===== src/rtl/irqc_pkg.sv =====
package irqc_pkg;

  localparam int NFLAG   = 7;
  localparam int EXT_W   = NFLAG - 2;
  localparam int DATA_W  = 8;
  localparam int ADDR_W  = 2;
  localparam int NLINE   = 2;
  localparam int LINE_C1 = 0;
  localparam int LINE_C2 = 1;

  typedef enum logic [ADDR_W-1:0] {
    REG_PORT  = 2'd0,
    REG_CTRL  = 2'd1,
    REG_FLAGS = 2'd2,
    REG_ENA   = 2'd3
  } reg_sel_e;

  // set/clear update selected by the top bit of the written byte
  function automatic logic [NFLAG-1:0] ena_apply(input logic [NFLAG-1:0] cur,
                                                 input logic [DATA_W-1:0] wd);
    return wd[DATA_W-1] ? (cur | wd[NFLAG-1:0]) : (cur & ~wd[NFLAG-1:0]);
  endfunction

  // bits removed from the flag register by a flag write
  function automatic logic [NFLAG-1:0] flag_wipe(input logic [DATA_W-1:0] wd,
                                                 input logic gated);
    return (gated && !wd[DATA_W-1]) ? '0 : wd[NFLAG-1:0];
  endfunction

  function automatic logic any_live(input logic [NFLAG-1:0] f,
                                    input logic [NFLAG-1:0] e);
    return |(f & e);
  endfunction

  // control byte decode for the two control lines
  function automatic logic c1_rising(input logic [DATA_W-1:0] c);
    return c[0];
  endfunction

  function automatic logic c2_armed(input logic [DATA_W-1:0] c);
    return !c[3];
  endfunction

  function automatic logic c2_rising(input logic [DATA_W-1:0] c);
    return c[2];
  endfunction

  function automatic logic c2_indep(input logic [DATA_W-1:0] c);
    return !c[3] && c[1];
  endfunction

endpackage


===== src/rtl/irqc_edge_det.sv =====
module irqc_edge_det #(
  parameter int SYNC_STAGES = 2
) (
  input  logic clk,
  input  logic rst_n,
  input  logic pin,
  input  logic rise_sel,
  input  logic arm,
  output logic edge_o
);

  logic [SYNC_STAGES-1:0] sync_q;
  logic                   prev_q;
  logic                   cur;

  always_ff @(posedge clk or negedge rst_n) begin
    if (!rst_n) begin
      sync_q <= '0;
      prev_q <= 1'b0;
    end else begin
      sync_q[0] <= pin;
      for (int i = 1; i < SYNC_STAGES; i++) sync_q[i] <= sync_q[i-1];
      prev_q <= sync_q[SYNC_STAGES-1];
    end
  end

  assign cur    = sync_q[SYNC_STAGES-1];
  assign edge_o = arm && (rise_sel ? (cur && !prev_q) : (!cur && prev_q));

  // a rising detection cannot repeat on the very next cycle
  AST_RISE_NO_REPEAT: assert property (@(posedge clk) disable iff (!rst_n)
    (edge_o && rise_sel) |=> !(edge_o && rise_sel));

  AST_FALL_NO_REPEAT: assert property (@(posedge clk) disable iff (!rst_n)
    (edge_o && !rise_sel) |=> !(edge_o && !rise_sel));

endmodule


===== src/rtl/irqc_flag_bank.sv =====
module irqc_flag_bank
  import irqc_pkg::*;
(
  input  logic             clk,
  input  logic             rst_n,
  input  logic [NFLAG-1:0] set_vec,
  input  logic [NFLAG-1:0] clr_vec,
  output logic [NFLAG-1:0] flags_q
);

  always_ff @(posedge clk or negedge rst_n) begin
    if (!rst_n) flags_q <= '0;
    else        flags_q <= (flags_q & ~clr_vec) | set_vec;
  end

  AST_SET_WINS: assert property (@(posedge clk) disable iff (!rst_n)
    (|set_vec) |=> ((flags_q & $past(set_vec)) == $past(set_vec)));

  AST_CLEAR_DROPS: assert property (@(posedge clk) disable iff (!rst_n)
    (|(clr_vec & ~set_vec)) |=> ((flags_q & $past(clr_vec & ~set_vec)) == '0));

  AST_FLAG_HOLD: assert property (@(posedge clk) disable iff (!rst_n)
    (set_vec == '0 && clr_vec == '0) |=> $stable(flags_q));

endmodule


===== src/rtl/irqc_enable_bank.sv =====
module irqc_enable_bank
  import irqc_pkg::*;
(
  input  logic              clk,
  input  logic              rst_n,
  input  logic              wr_stb,
  input  logic [DATA_W-1:0] wdata,
  output logic [NFLAG-1:0]  en_q
);

  always_ff @(posedge clk or negedge rst_n) begin
    if (!rst_n)      en_q <= '0;
    else if (wr_stb) en_q <= ena_apply(en_q, wdata);
  end

  AST_EN_SET: assert property (@(posedge clk) disable iff (!rst_n)
    (wr_stb && wdata[DATA_W-1]) |=> ((en_q & $past(wdata[NFLAG-1:0])) == $past(wdata[NFLAG-1:0])));

  AST_EN_CLR: assert property (@(posedge clk) disable iff (!rst_n)
    (wr_stb && !wdata[DATA_W-1]) |=> ((en_q & $past(wdata[NFLAG-1:0])) == '0));

  AST_EN_KEEP: assert property (@(posedge clk) disable iff (!rst_n)
    wr_stb |=> ((en_q & ~$past(wdata[NFLAG-1:0])) == ($past(en_q) & ~$past(wdata[NFLAG-1:0]))));

endmodule


===== src/rtl/irq_flag_ctrl.sv =====
module irq_flag_ctrl
  import irqc_pkg::*;
#(
  parameter int SYNC_STAGES = 2,
  parameter bit GATED_CLEAR = 1'b0
) (
  input  logic              clk,
  input  logic              rst_n,
  input  logic              bus_sel,
  input  logic              bus_wr,
  input  logic [ADDR_W-1:0] bus_addr,
  input  logic [DATA_W-1:0] bus_wdata,
  output logic [DATA_W-1:0] bus_rdata,
  input  logic [EXT_W-1:0]  ext_evt,
  input  logic              ca1_pin,
  input  logic              ca2_pin,
  output logic              irq
);

  logic [DATA_W-1:0] ctrl_q;
  logic [NFLAG-1:0]  flags_q;
  logic [NFLAG-1:0]  en_q;
  logic [NFLAG-1:0]  set_vec;
  logic [NFLAG-1:0]  clr_vec;
  logic [NFLAG-1:0]  port_clr;
  logic              ctrl_wr;
  logic              flag_wr;
  logic              ena_wr;
  logic              port_stb;
  logic              pending;
  logic [NLINE-1:0]  line_pin;
  logic [NLINE-1:0]  line_rise;
  logic [NLINE-1:0]  line_arm;
  logic [NLINE-1:0]  line_edge;

  // access decode
  assign ctrl_wr  = bus_sel && bus_wr && (bus_addr == REG_CTRL);
  assign flag_wr  = bus_sel && bus_wr && (bus_addr == REG_FLAGS);
  assign ena_wr   = bus_sel && bus_wr && (bus_addr == REG_ENA);
  assign port_stb = bus_sel && (bus_addr == REG_PORT);

  always_ff @(posedge clk or negedge rst_n) begin
    if (!rst_n)       ctrl_q <= '0;
    else if (ctrl_wr) ctrl_q <= bus_wdata;
  end

  // control line edge detectors
  assign line_pin[LINE_C1]  = ca1_pin;
  assign line_rise[LINE_C1] = c1_rising(ctrl_q);
  assign line_arm[LINE_C1]  = 1'b1;
  assign line_pin[LINE_C2]  = ca2_pin;
  assign line_rise[LINE_C2] = c2_rising(ctrl_q);
  assign line_arm[LINE_C2]  = c2_armed(ctrl_q);

  for (genvar g = 0; g < NLINE; g++) begin : g_line
    irqc_edge_det #(.SYNC_STAGES(SYNC_STAGES)) u_edge (
      .clk      (clk),
      .rst_n    (rst_n),
      .pin      (line_pin[g]),
      .rise_sel (line_rise[g]),
      .arm      (line_arm[g]),
      .edge_o   (line_edge[g])
    );
  end

  // flag sources: internal events on 6..2, CA1 on 1, CA2 on 0
  assign set_vec = {ext_evt, line_edge[LINE_C1], line_edge[LINE_C2]};

  assign port_clr = port_stb ? {{(NFLAG-2){1'b0}}, 1'b1, !c2_indep(ctrl_q)} : '0;
  assign clr_vec  = (flag_wr ? flag_wipe(bus_wdata, GATED_CLEAR) : '0) | port_clr;

  irqc_flag_bank u_flags (
    .clk     (clk),
    .rst_n   (rst_n),
    .set_vec (set_vec),
    .clr_vec (clr_vec),
    .flags_q (flags_q)
  );

  irqc_enable_bank u_enables (
    .clk    (clk),
    .rst_n  (rst_n),
    .wr_stb (ena_wr),
    .wdata  (bus_wdata),
    .en_q   (en_q)
  );

  assign pending = any_live(flags_q, en_q);
  assign irq     = pending;

  always_comb begin
    unique case (reg_sel_e'(bus_addr))
      REG_CTRL:  bus_rdata = ctrl_q;
      REG_FLAGS: bus_rdata = {pending, flags_q};
      REG_ENA:   bus_rdata = {1'b1, en_q};
      default:   bus_rdata = '0;
    endcase
  end

  AST_NO_IRQ_UNENABLED: assert property (@(posedge clk) disable iff (!rst_n)
    (en_q == '0) |-> !irq);

  AST_INDEP_KEEPS_CA2: assert property (@(posedge clk) disable iff (!rst_n)
    (port_stb && c2_indep(ctrl_q) && flags_q[0]) |=> flags_q[0]);

  AST_PORT_DROPS_CA1: assert property (@(posedge clk) disable iff (!rst_n)
    (port_stb && !line_edge[LINE_C1]) |=> !flags_q[1]);

  if (GATED_CLEAR) begin : g_gated_chk
    AST_GATED_NO_WIPE: assert property (@(posedge clk) disable iff (!rst_n)
      (flag_wr && !bus_wdata[DATA_W-1]) |=> ((flags_q & $past(flags_q)) == $past(flags_q)));
  end

endmodule


===== config.mk =====
export PLATFORM = sky130hd
export DESIGN_NAME = irq_flag_ctrl
export DESIGN_NICKNAME = d
export VERILOG_FILES = /design/src/rtl/irqc_pkg.sv /design/src/rtl/irqc_edge_det.sv /design/src/rtl/irqc_flag_bank.sv /design/src/rtl/irqc_enable_bank.sv /design/src/rtl/irq_flag_ctrl.sv
export SDC_FILE = /design/constraint.sdc
export NUM_CORES = 1
export LEC_CHECK = 0
export BUFFER_PORTS_ARGS = -buffer_cell sky130_fd_sc_hd__buf_2
export CAP_MARGIN = 20
export CORE_ASPECT_RATIO = 1.1
export CORE_MARGIN = 1
export CORE_UTILIZATION = 52
export CTS_CLUSTER_SIZE = 40
export DETAILED_ROUTE_END_ITERATION = 6
export PLACE_DENSITY_LB_ADDON = 0.2
export SYNTH_ARGS = -nofsm -noshare
export SYNTH_HDL_FRONTEND = slang
export SYNTH_HIERARCHICAL = 1
export SYNTH_SLANG_ARGS = --single-unit

===== constraint.sdc =====
create_clock -name clk -period 1.9 [get_ports clk]
set_clock_uncertainty 0.15 [all_clocks]
set_input_delay 0.38 -clock clk [delete_from_list [all_inputs] [get_ports clk]]
set_output_delay 0.38 -clock clk [all_outputs]
set_load 0.02 [all_outputs]

; Word-level counts from Yosys, hierarchy flattened
; Cells that the tools add are included.
[classes]
eq_ne = 3
muxes = 6
bitwise = 8
reduce_logical = 19
[ops]
columns = cell, count
row1 = $pmux W8 S3, 1
row2 = $and A7 B7 Y7, 3
row3 = $mux W7, 2
row4 = $not A7 Y7, 2
row5 = $or A7 B7 Y7, 2
row6 = $logic_and A1 B1 Y1, 11
row7 = $or A7 B2 Y7, 1
row8 = $reduce_or A7 Y1, 1
row9 = $logic_not A1 Y1, 6
row10 = $eq A2 B2 Y1 const B, 2
row11 = $eq A2 B1 Y1 const B, 1
row12 = $logic_not A2 Y1, 1
row13 = $mux W1, 2
row14 = $mux W2, 1
[word_totals]
ff_bits = 28
inputBits = 21
output_inout_bits = 9
elab_cells = 43

; Longest topological paths before layout
[depth]
ltp_word = 8
mapped_depth = 6
ltp_nobuf = 5

; By module
; Netlist, hierarchy kept.
[by_module_without_submodules]
columns = mod, n_inst, cells_per_inst, area_each_um2, seq_area_each_um2
row1 = irq_flag_ctrl, 1, 56, 600.6, 200.2
row2 = irqc_enable_bank, 1, 21, 280.3, 175.2
row3 = irqc_flag_bank, 1, 21, 254.0, 175.2
row4 = irqc_edge_det, 2, 6, 98.8, 75.1

; Worst setup path before layout
; Ideal clock, no wire load.
[synth_timing]
kind = register -> output
from = reg with a tool-made name
to = out bus_rdata[7]
arrival_time_ns = 1.244
required_ns = 1.370
setup_slack_ns = 0.126
stages_incl_launch_ff = 4
n_path_buf = 0
path_cell_list = dfrtp_1 > a222oi_1 > nand3_1 > o21ba_2
[synth_lines]
columns = item, line_no
row1 = end: declaration, irq_flag_ctrl.sv:13  ; output logic [DATA_W-1:0] bus_rdata,

==> qor.txt <==
max-capacitance violation count = 0
Fin. Hold Viols = 0
gpl congestion = 0.8185
Die Height = 55.09 um
synth cell count leaders = 28 x dfrtp_1, 15 x mux2_2, 10 x nand2_1
crit-path max FO = 2
CP Cell Sequence = a222oi_1, nand3_1, o21ba_4, buf_6
largest family of logic cells by synthesized area = multiplexers
status = finished with violations
arrival time at the worst endpoint = 1700 ps
Starting Density = 56.89%
synth warn = 6
Clk pin slew, worst setup/hold paths = 150 ps
ys async rst share = 100.0%
Power per Cell Area = 885.4 mW/mm^2
Critical Path RT = 1370 ps
final antenna-violating net count = 0
simple logic cell fraction of the synthesized area = 11.92%
Main synth FF type = dfrtp_1
kind of launch point of the worst setup path = flip-flop
Vias/cell = 5.349
Worst path max stage delay = 440 ps
DPL Wire Length = 1.942 mm
DR vias = 1011
final setup margin = -328.3 ps
clk sinks = 28
Hold Crit Class = primary input to flip-flop
Die Width = 50.27 um
Die Footprint = 0.002769 mm^2
period utilization = 117.3%
global-route wire length before repair = 4.857 mm
crit path kind = flip-flop to output port
R2R cell count = 3
top-count cell post-synth = dfrtp_1
root buf cell = clkbuf_4
Synth Area in Compound Gates = 12.77%
drt first-iter violations = 19
delay-heaviest family, CP = compound AO/OA/AOI/OAI gates
Synth Area in Adders = 0%
clock tree buffer depth = 2
Buf+Inv Stages, Crit Path = 1
I/O Buffers = 29
CTS tree = done
failing checks = negative setup slack
WL/cell = 16.15 um
#FFs+latches synth = 28
XOR/XNOR Fraction of Synth Area = 0%
fin util = 75.75%
post-synthesis mux area share = 18.59%
drt pass-1 iters = 4
post-route total power = 1571 uW
Skew-Pair Late Insertion Delay = 330 ps
Area contributors post-synth = dfrtp_1 53%, mux2_2 13%, mux2_1 5.9%
I/O pin count = 30
synthesized instance count = 110
Critical Path Stages = 4
Core Area = 0.002342 mm^2
Max Slew Vio Count = 0
Crit-path slowest cell = a222oi_1
vias in the first global route = 1033
worst slew pin tran = 623.2 ps
gr usage total = 24.33%
share of cells above drive strength 1 = 40.88%
final worst path period need = 2228 ps
routed wire length = 3.053 mm
Post-synth EDFFs = 0
fmax = 448.8 MHz
DRC viols = 0
Synth cell types = 22
initial antenna violation count = 0
FP Rows = 18
Area growth, synth to finish = 33.15%
Overflow after GRT = 0
leak pwr = 0.0008369 uW
total CTS buffers = 3
Final Setup Violations = 4
CTS H-tree lvls = 1
RSZ-0062 raised after global routing = yes
# diodes = 0
Yosys top cell area share = 52.58%
Worst slew margin = 58.45%
WHS = 63.55 ps
R2R Setup Slk = 690 ps
top cell type by total area after synthesis = dfrtp_1
critical path capture point type = output port
Mapped Area = 0.001333 mm^2
post-route setup TNS = -823.6 ps
Worst setup endpoint = bus_rdata[7]
maximum vdd drop = 0.6205 mV
largest net degree at the start of global routing = 29
fin nets = 181
sequential share of the synthesized area = 52.58%
Synth Area per Inst = 12.11 um^2
==> repair_timing <==
action                                  in CTS  in global routing
buffers inserted                             5                  4
resized for setup                           12                 11
pin swaps                                    4                  4
hold buffers                                 3                  0
endpoints found under the setup margin       7                  9
endpoints found under the hold margin       30                  0
==> power by group <==
group          switching (uW)  internal [uW]  total [uW]
clock                     176            214         390
sequential               68.8            687         756
combinational             175            249         425
==> cell families after synthesis <==
logic type | Yosys count
AO/OA/AOI/OAI | 21
buffers and inverters | 12
flip-flops | 28
multiplexers | 22
other | 1
AND/OR/NAND/NOR | 26
==> area by class of cell <==
| cell class | instances | area [um^2] |
|---|---|---|
| Clock buffer | 3 | 22.52 |
| Clock inverter | 1 | 30.03 |
| Fill cell | 168 | 568.0 |
| Inverter | 9 | 33.78 |
| Multi-Input combinational cell | 71 | 601.8 |
| Sequential cell | 28 | 700.7 |
| Tap cell | 30 | 37.54 |
| Timing Repair Buffer | 47 | 347.8 |
==> per-stage QoR <==
step	cells	area, um^2	setup WS, ps
5_1_grt	189	1774	-453.8
6_report	189	1774	-328.3
3_5_place_dp	173	1546	14.31
4_1_cts	185	1704	-310.5
2_1_floorplan	111	1336	125.9
3_3_place_gp	173	1546	26.32
==> layout by cell type, fill, tap and decap left out, types with 3 or more instances in the layout <==
cell and count:
dfrtp_1 28, buf_4 14, buf_2 20, inv_1 9
mux2_2 12, mux2_4 3, dlygate4sd3_1 3, a22o_1 8
nand2_1 10, mux2_1 7, a21o_1 8, and2_1 5
clkbuf_4 3, buf_6 10
==> layer usage <==
layer	up-vias	track usage, %	routed length [um]
met5	-	0	0
met4	0	5.714	15
met3	2	4.918	161
met2	32	43.33	1619
met1	493	30.70	1256
li1	484	-	-
==> worst register-to-register path, stage by stage (launching register included) <==
cell     delay, ps
dfrtp_1        430
buf_4          140
buf_4          120
mux2_1         280
==> how the worst min path moves through the flow <==
stage	endpoint	slack, ps	from	depth (start not counted)
after floorplan	ctrl_q[0]	-70	rst_n	0
after global placement	g_line[1].u_edge/sync_q[1]	180	g_line[1].u_edge/sync_q[0]	0
after detailed placement	g_line[1].u_edge/sync_q[1]	180	g_line[1].u_edge/sync_q[0]	0
after CTS	u_flags/flags_q[3]	50	ext_evt[1]	2
after global routing	u_flags/flags_q[6]	40	ext_evt[4]	2
final	u_flags/flags_q[3]	60	ext_evt[1]	2
Power figures use the tool's default switching activity.
